$ cat src/rtl/fas_pkg.sv
package fas_pkg;

   typedef enum logic [2:0] {
      ST_IDLE    = 3'd0,
      ST_PPULSE  = 3'd1,
      ST_PVERIFY = 3'd2,
      ST_EPULSE  = 3'd3,
      ST_EVERIFY = 3'd4
   } seq_state_e;

endpackage

$ cat src/rtl/fas_pulse_timer.sv
module fas_pulse_timer #(
   parameter int TW = 3
) (
   input  logic          clk,
   input  logic          rst,
   input  logic          load_i,
   input  logic [TW-1:0] len_i,
   output logic          last_o
);

   logic [TW-1:0] cnt_q;

   always_ff @(posedge clk) begin
      if (rst)                 cnt_q <= '0;
      else if (load_i)         cnt_q <= len_i - 1'b1;
      else if (cnt_q != '0)    cnt_q <= cnt_q - 1'b1;
   end

   assign last_o = (cnt_q == '0);

   // a strobe of zero length would collapse the pulse
   a_r2_len_nonzero: assert property (@(posedge clk) disable iff (rst)
      load_i |-> (len_i != '0));

endmodule

$ cat src/rtl/fas_attempt_ctr.sv
module fas_attempt_ctr #(
   parameter int LIMIT = 25,
   parameter int CW    = $clog2(LIMIT + 1)
) (
   input  logic clk,
   input  logic rst,
   input  logic clr_i,
   input  logic inc_i,
   output logic spent_o
);

   logic [CW-1:0] cnt_q;

   generate
      if (LIMIT < 1) begin : g_bad_limit
         $error("fas_attempt_ctr: LIMIT must be at least 1");
      end
   endgenerate

   always_ff @(posedge clk) begin
      if (rst || clr_i) cnt_q <= '0;
      else if (inc_i)   cnt_q <= cnt_q + 1'b1;
   end

   assign spent_o = (cnt_q == CW'(LIMIT));

   // the sequencer never issues a pulse beyond its budget
   a_r3_r6_no_overrun: assert property (@(posedge clk) disable iff (rst)
      (inc_i && !clr_i) |-> (cnt_q < CW'(LIMIT)));

endmodule

$ cat src/rtl/flash_algo_seq.sv
module flash_algo_seq
   import fas_pkg::*;
#(
   parameter int AW      = 4,
   parameter int DW      = 8,
   parameter int PW_PGM  = 4,
   parameter int PW_ERS  = 6,
   parameter int MAX_PGM = 25,
   parameter int MAX_ERS = 1000
) (
   input  logic          clk,
   input  logic          rst,
   input  logic          start_i,
   input  logic          op_erase_i,
   input  logic [AW-1:0] addr_i,
   input  logic [DW-1:0] data_i,
   output logic          busy_o,
   output logic          done_o,
   output logic          fail_o,
   output logic [DW-1:0] status_o,
   output logic [AW-1:0] arr_addr_o,
   output logic [DW-1:0] arr_wdata_o,
   output logic          arr_prog_o,
   output logic          arr_erase_o,
   input  logic [DW-1:0] arr_rdata_i
);

   localparam int            PW_MAX   = (PW_PGM > PW_ERS) ? PW_PGM : PW_ERS;
   localparam int            TW       = $clog2(PW_MAX + 1);
   localparam logic [AW-1:0] TOP_ADDR = '1;
   localparam logic [DW-1:0] ERASED   = '1;

   generate
      if (AW < 1) begin : g_bad_aw
         $error("flash_algo_seq: AW must be at least 1");
      end
      if (DW < 2) begin : g_bad_dw
         $error("flash_algo_seq: DW must be at least 2");
      end
      if (PW_PGM < 1 || PW_ERS < 1) begin : g_bad_pw
         $error("flash_algo_seq: pulse widths must be at least 1");
      end
   endgenerate

   seq_state_e    st_q, nxt;
   logic          is_erase_q;
   logic [AW-1:0] addr_q;
   logic [DW-1:0] tgt_q;
   logic [DW-1:0] res_q;
   logic          done_q, fail_q;

   logic          tmr_last, tmr_load;
   logic [TW-1:0] tmr_len;
   logic          pgm_spent, ers_spent;
   logic          pgm_inc, pgm_clr, ers_inc, ers_clr;
   logic          accept, rd_ok_p, rd_ok_e;
   logic          finish, fin_fail;
   logic          exp_msb;

   assign accept  = (st_q == ST_IDLE) && start_i;
   assign rd_ok_p = (arr_rdata_i == tgt_q);
   assign rd_ok_e = (arr_rdata_i == ERASED);

   always_comb begin
      nxt      = st_q;
      finish   = 1'b0;
      fin_fail = 1'b0;
      case (st_q)
         ST_IDLE: begin
            if (start_i) nxt = ST_PPULSE;
         end
         ST_PPULSE: begin
            if (tmr_last) nxt = ST_PVERIFY;
         end
         ST_PVERIFY: begin
            if (rd_ok_p) begin
               if (!is_erase_q) begin
                  finish = 1'b1;
                  nxt    = ST_IDLE;
               end else if (addr_q == TOP_ADDR) begin
                  nxt = ST_EPULSE;
               end else begin
                  nxt = ST_PPULSE;
               end
            end else if (pgm_spent) begin
               finish   = 1'b1;
               fin_fail = 1'b1;
               nxt      = ST_IDLE;
            end else begin
               nxt = ST_PPULSE;
            end
         end
         ST_EPULSE: begin
            if (tmr_last) nxt = ST_EVERIFY;
         end
         ST_EVERIFY: begin
            if (rd_ok_e) begin
               if (addr_q == TOP_ADDR) begin
                  finish = 1'b1;
                  nxt    = ST_IDLE;
               end
            end else if (ers_spent) begin
               finish   = 1'b1;
               fin_fail = 1'b1;
               nxt      = ST_IDLE;
            end else begin
               nxt = ST_EPULSE;
            end
         end
         default: nxt = ST_IDLE;
      endcase
   end

   assign tmr_load = ((nxt == ST_PPULSE) && (st_q != ST_PPULSE)) ||
                     ((nxt == ST_EPULSE) && (st_q != ST_EPULSE));
   assign tmr_len  = (nxt == ST_EPULSE) ? TW'(PW_ERS) : TW'(PW_PGM);

   assign pgm_inc = (st_q == ST_PPULSE) && tmr_last;
   assign pgm_clr = accept || ((st_q == ST_PVERIFY) && rd_ok_p);
   assign ers_inc = (st_q == ST_EPULSE) && tmr_last;
   assign ers_clr = accept;

   fas_pulse_timer #(.TW(TW)) u_timer (
      .clk    (clk),
      .rst    (rst),
      .load_i (tmr_load),
      .len_i  (tmr_len),
      .last_o (tmr_last)
   );

   fas_attempt_ctr #(.LIMIT(MAX_PGM)) u_pgm_budget (
      .clk     (clk),
      .rst     (rst),
      .clr_i   (pgm_clr),
      .inc_i   (pgm_inc),
      .spent_o (pgm_spent)
   );

   fas_attempt_ctr #(.LIMIT(MAX_ERS)) u_ers_budget (
      .clk     (clk),
      .rst     (rst),
      .clr_i   (ers_clr),
      .inc_i   (ers_inc),
      .spent_o (ers_spent)
   );

   always_ff @(posedge clk) begin
      if (rst) begin
         st_q       <= ST_IDLE;
         is_erase_q <= 1'b0;
         addr_q     <= '0;
         tgt_q      <= '0;
         res_q      <= '0;
         done_q     <= 1'b0;
         fail_q     <= 1'b0;
      end else begin
         st_q   <= nxt;
         done_q <= finish;
         if (accept) begin
            is_erase_q <= op_erase_i;
            addr_q     <= op_erase_i ? '0 : addr_i;
            tgt_q      <= op_erase_i ? '0 : data_i;
            fail_q     <= 1'b0;
         end
         if ((st_q == ST_PVERIFY) && rd_ok_p && is_erase_q)
            addr_q <= addr_q + 1'b1;
         if ((st_q == ST_EVERIFY) && rd_ok_e && (addr_q != TOP_ADDR))
            addr_q <= addr_q + 1'b1;
         if (finish) begin
            fail_q <= fin_fail;
            res_q  <= arr_rdata_i;
         end
      end
   end

   assign exp_msb     = ((st_q == ST_EPULSE) || (st_q == ST_EVERIFY)) ? 1'b1 : tgt_q[DW-1];
   assign busy_o      = (st_q != ST_IDLE);
   assign done_o      = done_q;
   assign fail_o      = fail_q;
   assign status_o    = busy_o ? {~exp_msb, {(DW-1){1'b0}}} : res_q;
   assign arr_addr_o  = addr_q;
   assign arr_wdata_o = tgt_q;
   assign arr_prog_o  = (st_q == ST_PPULSE);
   assign arr_erase_o = (st_q == ST_EPULSE);

   // strobes exclusive
   a_r12_one_strobe: assert property (@(posedge clk) disable iff (rst)
      !(arr_prog_o && arr_erase_o));

   // a program operation never erases
   a_r12_no_erase_in_pgm: assert property (@(posedge clk) disable iff (rst)
      (busy_o && !is_erase_q) |-> !arr_erase_o);

   // address and data held across a program strobe
   a_r2_pulse_hold: assert property (@(posedge clk) disable iff (rst)
      (arr_prog_o && $past(arr_prog_o)) |-> ($stable(arr_addr_o) && $stable(arr_wdata_o)));

   // a start while busy does not disturb the operation
   a_r10_busy_start: assert property (@(posedge clk) disable iff (rst)
      (busy_o && start_i) |=> ($stable(is_erase_q) && $stable(tgt_q)));

   // completion pulse only on the busy-to-idle step
   a_r9_done_idle: assert property (@(posedge clk) disable iff (rst)
      done_o |-> (!busy_o && $past(busy_o)));

   // reset returns to idle in the next cycle
   a_r11_reset_idle: assert property (@(posedge clk)
      rst |=> (!busy_o && !arr_prog_o && !arr_erase_o && !done_o));

   // only the top bit of the polling byte carries information
   a_r8_poll_msb_only: assert property (@(posedge clk) disable iff (rst)
      busy_o |-> (status_o[DW-2:0] == '0));

endmodule

$ cat config.mk
export PLATFORM = sky130hd
export DESIGN_NAME = flash_algo_seq
export DESIGN_NICKNAME = d
export VERILOG_FILES = /design/src/rtl/fas_pkg.sv /design/src/rtl/fas_pulse_timer.sv /design/src/rtl/fas_attempt_ctr.sv /design/src/rtl/flash_algo_seq.sv
export SDC_FILE = /design/constraint.sdc
export NUM_CORES = 1
export LEC_CHECK = 0
export CORE_ASPECT_RATIO = 1.2
export CORE_MARGIN = 4
export CORE_UTILIZATION = 51
export DETAILED_ROUTE_END_ITERATION = 10
export DONT_BUFFER_PORTS = 1
export GPL_TIMING_DRIVEN = 1
export HOLD_SLACK_MARGIN = 0.15
export MAX_ROUTING_LAYER = met4
export PLACE_DENSITY = 0.72
export SYNTH_ARGS = -nofsm -noshare
export SYNTH_HDL_FRONTEND = slang
export SYNTH_SLANG_ARGS = --single-unit
$ cat constraint.sdc
create_clock -name clk -period 2.6 [get_ports clk]
set_input_delay 0.39 -clock clk [delete_from_list [all_inputs] [get_ports clk]]
set_output_delay 0.39 -clock clk [all_outputs]
set_load 0.01 [all_outputs]
==> results.toml <==
[floorplanning]
die_area_um2 = 5600
die_width_um = 69.0
core_area_um2 = 4290
fp-row-count = 26
start_util = 0.530
pin_count = 49
die_h_um = 81.2

[worst_setup_path]
cp.arrival_ns = 2.64
worstSetupEndpointType = "flip-flop"
critPathMaxStageDelay_ns = 0.38
r2r_end = "u_timer.cnt_q[1]$_SDFFE_PP0P_"
path_max_fanout = 5
crit_buf_inv = 1
reg2reg_depth = 10
rr_startpoint = "u_ers_budget.cnt_q[0]$_SDFFE_PP0P_"
critPathSlowestCell = "dfxtp_1"
crit_family = "simple AND/OR/NAND/NOR gates"
crit_chain = "inv_1, ha_1, nand4_1, nor4_4, o221ai_1, nor3_2, nor3b_1, a211o_1, ha_1, a211oi_1"
worstSetupPathType = "flip-flop to flip-flop"
required_ns = 2.81
critPathLaunchType = "flip-flop"
r2r_setup_slack_ns = 0.17
crit_top_cell = "ha_1"

[sta]
fin_crit_sh = 0.936
period_needed_ns = 2.43
finalMaxSlewViolations = 0
worst_pin_slew_ns = 0.528
hold_violations = 0
clock_skew_ns = 0.00757
slew-limit-headroom = 0.645
rsz0062_at_grt = "no"
setup_violations = 0
max_freq_mhz = 411
fin_setup_tns_ns = 0

[pwr]
ir_drop_v = 0.000463
leakagePower_nw = 0.947
power.density_nw_per_um2 = 657

[global_route]
antenna_found_initial = 0
grt_max_degree = 23
overflow = 0
grt_pass1_wl_um = 8050
grt_pass1_vias = 1736
grt_use_total = 0.195

[drt]
route.detailed.drc = 0
routed_via_density = 5.77
num_vias = 1812
routed_wl_um = 4890
ant_nets = 0
drt_iter0_drc = 76
dr.pass1.iters = 4
avgRoutedWirePerCell_um = 15.6

[worst_hold_path]
hp-class = "primary input to flip-flop"
hold_end = "fail_o$_SDFFE_PP0P_"
hold_path_depth = 1
hold_start = "rst"

[placed_design]
dp_hpwl_um = 3660
port_buffers = 0
place_congestion = 0.793

[clock_network]
cts.sinks = 44
cts_buffers = 5
cts_max_path_buffers = 2
clk_pin_slew_ns = 0.09
cts_tree = "done"
cts.htree.levels = 2
clock_latency_ns = 0.30
cts_root_buf = "clkbuf_8"

[synthesis]
synth_area_leaders = "dfxtp_1 39%, nand2_1 5.6%, xnor2_1 5.4%"
ys_types = 49
syn_inst = 251
seq_area_frac_synth = 0.387
async_flop_share = 0
synth_commonest_cells = "44 x dfxtp_1, 34 x nand2_1, 23 x nor2_1, 14 x xnor2_1, 12 x mux2i_1"
synth_fp_nets = 281
yosysMostFrequentCell = "dfxtp_1"
synth_top_area_share = 0.387
synth_area_per_cell_um2 = 9.06
yosysWarningCount = 0
synth_edf_count = 0
synth-seq-cells = 44
synth_area_um2 = 2270
yosys_most_used_dff = "dfxtp_1"
yosys.area.top_type = "dfxtp_1"

[finish]
syn_to_final_growth_pct = 7.37
regArea_um2 = 881
multiInputGateArea_um2 = 1320
drive_gt1_frac = 0.109
utilization = 0.569
fillers = 430
nets = 287
diodes = 0

[run]
maxCapViolations = 0

[run_status]
status = "complete, no violations"
[worst register-to-register path: stages (launching register included)]
cell,delay (ns)
dfxtp_1,0.38
inv_1,0.08
ha_1,0.13
nand4_1,0.13
nor4_4,0.33
o221ai_1,0.20
nor3_2,0.23
nor3b_1,0.07
a211o_1,0.28
ha_1,0.29
a211oi_1,0.22
[power breakdown]
| group | internal, mW | switching (mW) |
|---|---|---|
| Clock | 0.188 | 0.242 |
| Sequential | 0.721 | 0.0653 |
| Combinational | 0.158 | 0.231 |
[logic make-up (layout without fill, tap and decap cells)]
family	count (synthesis)	in the layout	synth area share
AO/OA/AOI/OAI	39	39	0.124
multiplexers	12	12	0.0528
XOR/XNOR	20	20	0.0770
adder cells (fa/ha/maj)	6	6	0.0330
buffers and inverters	17	24	0.0341
flip-flops	44	44	0.387
AND/OR/NAND/NOR	113	113	0.292
[per-stage QoR]
stage	power (mW)	hold slack, ns	setup WS [ns]	cells	instance area, um2
final	1.61	0.179	0.166	314	2440
after global routing	1.70	0.173	0.0604	314	2440
after CTS	1.60	0.152	0.180	312	2420
after detailed placement	1.17	0.447	0.216	303	2330
after global placement	1.16	0.441	0.285	303	2330
after floorplan	1.09	0.433	0.402	251	2270
[what timing repair did]
action,4_1_cts,5_1_grt
endpoints found under the setup margin,0,1
hold buffers,1,1
resized for setup,0,0
endpoints found under the hold margin,5,2
buffers inserted,0,1
[layout by cell type, fill, tap and decap left out, types with 4 or more instances in the layout]
master    synthesis  final
nand3_1           4      4
a21oi_1           5      5
nor2_1           23     23
clkbuf_8          0      5
and3_1            4      4
nor3b_1           4      4
o21ai_0           7      7
dfxtp_1          44     44
xor2_1            6      6
mux2i_1          12     12
nand4_1          10     10
buf_4             1      4
a22o_1            9      9
ha_1              6      6
nand2_1          34     34
and2_1            8      8
inv_1            10     10
xnor2_1          14     14
[worst max-delay path by stage]
stage | startpoint | endpoint | slack (ns) | cells after the start
2_1_floorplan | u_ers_budget.cnt_q[0]$_SDFFE_PP0P_ | u_timer.cnt_q[1]$_SDFFE_PP0P_ | 0.40 | 10
3_3_place_gp | u_ers_budget.cnt_q[0]$_SDFFE_PP0P_ | u_timer.cnt_q[1]$_SDFFE_PP0P_ | 0.29 | 10
3_5_place_dp | u_ers_budget.cnt_q[0]$_SDFFE_PP0P_ | u_timer.cnt_q[1]$_SDFFE_PP0P_ | 0.22 | 10
4_1_cts | u_ers_budget.cnt_q[0]$_SDFFE_PP0P_ | u_timer.cnt_q[1]$_SDFFE_PP0P_ | 0.18 | 10
5_1_grt | st_q[1]$_SDFF_PP0_ | u_timer.cnt_q[1]$_SDFFE_PP0P_ | 0.06 | 8
6_report | u_ers_budget.cnt_q[0]$_SDFFE_PP0P_ | u_timer.cnt_q[1]$_SDFFE_PP0P_ | 0.17 | 10
[routing by layer]
metal,up-vias,GRT usage,part of all wire,routed length (um)
li1,900,-,-,-
met1,864,0.243,0.44,2160
met2,41,0.309,0.49,2420
met3,7,0.0498,0.046,225
met4,0,0.0546,0.016,80
met5,-,-,0,0
[area by class of cell]
class,instances,share of cell area
timing repair buffer,6,0.0205
sequential,44,0.361
inverter,10,0.0154
clock inverter,3,0.00768
clock buffer,5,0.0282
tap,56,0.0287
multi-input combinational,190,0.539
[registers in the layout, summed over array words and instances (netlist names)]
name,count
st_q,3
u_pgm_budget.cnt_q,5
done_o,1
arr_addr_o,4
fail_o,1
u_ers_budget.cnt_q,10
res_q,8
arr_wdata_o,8
is_erase_q,1
u_timer.cnt_q,3
Note: power is estimated with default switching activity, not from simulation.
